===== src/rtl/rgmii_tx_pkg.sv =====
package rgmii_tx_pkg;
  typedef struct packed {
    logic en;
    logic err;
  } tx_ctl_t;
endpackage


===== src/rtl/rgmii_tx_capture.sv =====
module rgmii_tx_capture
  import rgmii_tx_pkg::*;
#(
  parameter int DATA_W = 8,
  localparam int NIB_W = DATA_W / 2
) (
  input  logic              clk_i,
  input  logic              rst_ni,
  input  logic              gig_mode_i,
  input  logic [DATA_W-1:0] data_i,
  input  tx_ctl_t           ctl_i,
  output logic [NIB_W-1:0]  rise_data_o,
  output logic [NIB_W-1:0]  fall_data_o,
  output tx_ctl_t           ctl_o
);
  logic             active;
  logic [NIB_W-1:0] lo_nib, hi_nib;

  assign active = ctl_i.en | ctl_i.err;
  assign lo_nib = data_i[NIB_W-1:0];
  // nibble mode repeats low half on the falling phase
  assign hi_nib = gig_mode_i ? data_i[DATA_W-1:NIB_W] : lo_nib;

  always_ff @(posedge clk_i or negedge rst_ni) begin
    if (!rst_ni) begin
      rise_data_o <= '0;
      fall_data_o <= '0;
      ctl_o       <= '0;
    end else begin
      rise_data_o <= active ? lo_nib : '0;
      fall_data_o <= active ? hi_nib : '0;
      ctl_o       <= ctl_i;
    end
  end
endmodule


===== src/rtl/rgmii_tx_ctl_enc.sv =====
module rgmii_tx_ctl_enc
  import rgmii_tx_pkg::*;
(
  input  tx_ctl_t ctl_i,
  output logic    ctl_rise_o,
  output logic    ctl_fall_o
);
  assign ctl_rise_o = ctl_i.en;
  assign ctl_fall_o = ctl_i.en ^ ctl_i.err;
endmodule


===== src/rtl/rgmii_ddr_out.sv =====
module rgmii_ddr_out #(
  parameter int W = 4
) (
  input  logic         clk_i,
  input  logic [W-1:0] rise_i,
  input  logic [W-1:0] fall_i,
  output logic [W-1:0] q_o
);
  // behavioural two-edge output: high phase shows rise half
  for (genvar i = 0; i < W; i++) begin : g_bit
    assign q_o[i] = clk_i ? rise_i[i] : fall_i[i];
  end
endmodule


===== src/rtl/rgmii_tx_enc.sv =====
module rgmii_tx_enc
  import rgmii_tx_pkg::*;
#(
  parameter int DATA_W = 8,
  localparam int NIB_W = DATA_W / 2
) (
  input  logic              clk_i,
  input  logic              rst_ni,
  input  logic              gig_mode_i,
  input  logic [DATA_W-1:0] txd_i,
  input  logic              tx_en_i,
  input  logic              tx_err_i,
  output logic [NIB_W-1:0]  rgmii_d_o,
  output logic              rgmii_ctl_o
);
  tx_ctl_t          ctl_in, ctl_q;
  logic [NIB_W-1:0] rise_data, fall_data;
  logic             ctl_rise, ctl_fall;

  assign ctl_in.en  = tx_en_i;
  assign ctl_in.err = tx_err_i;

  rgmii_tx_capture #(.DATA_W(DATA_W)) u_cap (
    .clk_i       (clk_i),
    .rst_ni      (rst_ni),
    .gig_mode_i  (gig_mode_i),
    .data_i      (txd_i),
    .ctl_i       (ctl_in),
    .rise_data_o (rise_data),
    .fall_data_o (fall_data),
    .ctl_o       (ctl_q)
  );

  rgmii_tx_ctl_enc u_enc (
    .ctl_i      (ctl_q),
    .ctl_rise_o (ctl_rise),
    .ctl_fall_o (ctl_fall)
  );

  rgmii_ddr_out #(.W(NIB_W)) u_ddr_d (
    .clk_i  (clk_i),
    .rise_i (rise_data),
    .fall_i (fall_data),
    .q_o    (rgmii_d_o)
  );

  rgmii_ddr_out #(.W(1)) u_ddr_c (
    .clk_i  (clk_i),
    .rise_i (ctl_rise),
    .fall_i (ctl_fall),
    .q_o    (rgmii_ctl_o)
  );
endmodule


===== config.mk =====
export PLATFORM = sky130hd
export DESIGN_NAME = rgmii_tx_enc
export DESIGN_NICKNAME = d
export VERILOG_FILES = /design/src/rtl/rgmii_tx_pkg.sv /design/src/rtl/rgmii_tx_capture.sv /design/src/rtl/rgmii_tx_ctl_enc.sv /design/src/rtl/rgmii_ddr_out.sv /design/src/rtl/rgmii_tx_enc.sv
export SDC_FILE = /design/constraint.sdc
export NUM_CORES = 1
export LEC_CHECK = 0
export ABC_AREA = 0
export BUFFER_PORTS_ARGS = -buffer_cell sky130_fd_sc_hd__buf_4
export CORE_AREA = 3 3 40 42
export DETAILED_ROUTE_END_ITERATION = 7
export DIE_AREA = 0 0 43 45
export PLACE_DENSITY_LB_ADDON = 0.2
export SYNTH_ARGS = -nofsm -noshare
export SYNTH_HDL_FRONTEND = slang
export SYNTH_SLANG_ARGS = --single-unit

===== constraint.sdc =====
create_clock -name clk_i -period 1.1 [get_ports clk_i]
set_clock_uncertainty 0.15 [all_clocks]
set_input_delay 0.22 -clock clk_i [delete_from_list [all_inputs] [get_ports clk_i]]
set_output_delay 0.22 -clock clk_i [all_outputs]
set_load 0.02 [all_outputs]

==> reports/metrics.csv <==
stage;metric;value;unit
detailed_routing;DRT iter0 DRCs;0;
detailed_routing;Avg Vias per Cell;4.46;
yosys;sequential fraction of the synthesis area;0.619;
detailed_routing;max layer used;met4;
clock_network;Reg clk slew, reported paths;0.06;ns
yosys;Post-Synth XOR/XNOR Area;0.0217;
detailed_routing;antenna-violating nets left;0;
setup_path;crit path max fanout;3;
yosys;area of the mapped netlist;404;sq um
floorplan;Die Area;1940;sq um
pwr;Pleak;0.394;nW
yosys;Area contributors post-synth;dfrtp_1 62%, mux2_2 11%, mux2i_1 9.9%, nor2b_1 6.2%, nor2_1 3.7%;
floorplan;Die X;43;um
yosys;Synth Area in Compound Gates;0;
global_routing;first-pass GRT wire length;1.70;mm
global_routing;vias in the first global route;500;
floorplan;# IOs;18;
floorplan;Core Box Area;1280;sq um
clock_network;CTS tree;built;
placed_design;placed inst area;569;sq um
timing;max_slew headroom;0.865;
placed_design;pre-CTS WS;-0.245;ns
setup_path;CP Capture Type;output pin;
timing;final setup violation count;6;
timing;count of final max-slew check failures;0;
worst_hold_path;class of the worst hold path;input pin to flip-flop;
layout;Layout area overhead;98.5;%
timing;final hold vios;0;
setup_path;CP required;0.73;ns
global_routing;initial antenna violation count;0;
run_status;failing checks;negative setup slack;
placed_design;Final GP Congestion;0.614;
layout;fin area;802;sq um
setup_path;crit path launch type;clock port;
yosys;net count after synthesis;43;
detailed_routing;via count;361;
placed_design;PortBufs;17;
detailed_routing;DRC;0;
run_status;status;finished with violations;
detailed_routing;Met3 Wirelength;101;um
floorplan;starting density of the core;0.315;
layout;share of layout cells above drive strength 1;0.500;
timing;Final WS setup;-0.488;ns
yosys;Avg Synthesized Cell Area;13.5;sq um
pwr;Pwr per Cell Area;2500;nW/um^2
detailed_routing;drt pass-1 iters;1;
detailed_routing;Post-Route WL;1.04;mm
floorplan;Die Y;45;um
detailed_routing;WL met1;303;um
global_routing;largest net degree at the start of global routing;11;
yosys;largest family of logic cells by synthesized area;multiplexers;
yosys;Post-Synthesis Cells;30;
yosys;multiplexer area fraction after synthesis;0.211;
setup_path;Setup CP Type;clock port to output pin;
run;total of max-cap violations;0;
setup_path;CP arrival;1.22;ns
detailed_routing;met2 WL;600;um
timing;RSZ-0062 raised after global routing;yes;
yosys;adder-cell area share of the yosys netlist;0;
yosys;Synth Area in Simple Gates;0.130;
global_routing;GR Util All Layers;0.145;
pwr;VDD IR max;1.32;mV
floorplan;num rows;13;
pwr;Pwr Total;2.00;mW
yosys;Yosys top cell by area;dfrtp_1;
yosys;synth warn;0;
detailed_routing;WL/cell;12.8;um
layout;nets;79;
timing;Least-Margin Pin Slew;0.202;ns
layout;antenna cells;0;
yosys;share of the synthesized area in the top cell type;0.619;
global_routing;grt total ovfl;0;
yosys;FF+latch count, synth;10;
yosys;Cell variety after synth;9;
==> final cells by class <==
cell class / instances / area, sq um
Tap cell: 15 / 18.8
Clock buffer: 13 / 138
Sequential cell: 10 / 250
Fill cell: 109 / 483
Timing Repair Buffer: 23 / 200
Multi-Input combinational cell: 19 / 178
Clock inverter: 1 / 17.5
==> cell families (layout without fill, tap and decap cells) <==
logic type	after synthesis	after routing
simple gates	10	10
buf+inv	1	37
mux	8	8
flops	10	10
xor+xnor	1	1
==> registers in the layout (all words and copies together), names as in the netlist <==
name               count
u_cap.rise_data_o      4
u_cap.ctl_o            2
u_cap.fall_data_o      4
==> layout by cell type, fill, tap and decap left out, drive strengths merged <==
cell type,netlist,layout
buf,1,19
bufinv,0,1
clkbuf,0,6
dfrtp,10,10
dlygate4sd3,0,11
mux2,4,4
mux2i,4,4
nand2b,1,1
nor2,5,5
nor2b,4,4
xnor2,1,1
==> worst max-delay path, cell delays in order <==
cell      delay, ns
buf_8          0.10
buf_8          0.11
nand2b_4       0.15
xnor2_4        0.17
buf_6          0.13
==> stage by stage <==
| stage | TNS [ns] | utilization | hold slack, ns | instances |
|---|---|---|---|---|
| floorplan | -0.690 | - | -0.226 | 30 |
| global placement | -1.10 | 0.443 | -0.101 | 61 |
| detailed placement | -1.10 | 0.443 | -0.0976 | 61 |
| CTS | -3.34 | 0.618 | 0.0146 | 81 |
| global route | -2.39 | 0.624 | 0.0196 | 81 |
| finish | -2.29 | 0.624 | 0.0219 | 81 |
==> report_power, final <==
group          switching [mW]  internal (mW)  leakage [nW]
logic                  0.0392         0.0673         0.148
clock network           0.503          0.990         0.123
registers             0.00881          0.392         0.122
total                   0.551           1.45         0.394
==> synth_stat cells, drive strengths merged <==
cell type,number
buf,1
dfrtp,10
mux2,4
mux2i,4
nand2b,1
nor2,5
nor2b,4
xnor2,1
==> metal layers <==
metal / GRT usage / vias up
li1: - / 167
met5: 0 / -
met2: 0.219 / 21
met3: 0.143 / 4
met4: 0.193 / 0
met1: 0.0758 / 169
==> path summary, 6_finish.rpt <==
kind | from | endpoint | slack, ns | cells past startpoint
min in group asynchronous | rst_ni | u_cap.fall_data_o[1]$_DFF_PN0_ | 0.06 | 2
hold / removal | gig_mode_i | u_cap.fall_data_o[3]$_DFF_PN0_ | 0.02 | 3
max in group asynchronous | rst_ni | u_cap.fall_data_o[2]$_DFF_PN0_ | 0.60 | 2
setup / recovery | clk_i | rgmii_ctl_o | -0.49 | 5
==> timing repair <==
item                                    in CTS  in global routing
pin swaps                                    1                  2
gates resized for setup                      7                  3
hold endpoints to repair                    20                  7
buffers inserted                             0                  0
endpoints found under the setup margin       6                 14
hold buffers                                11                  2
No activity file was read; power rests on OpenSTA's default activity.
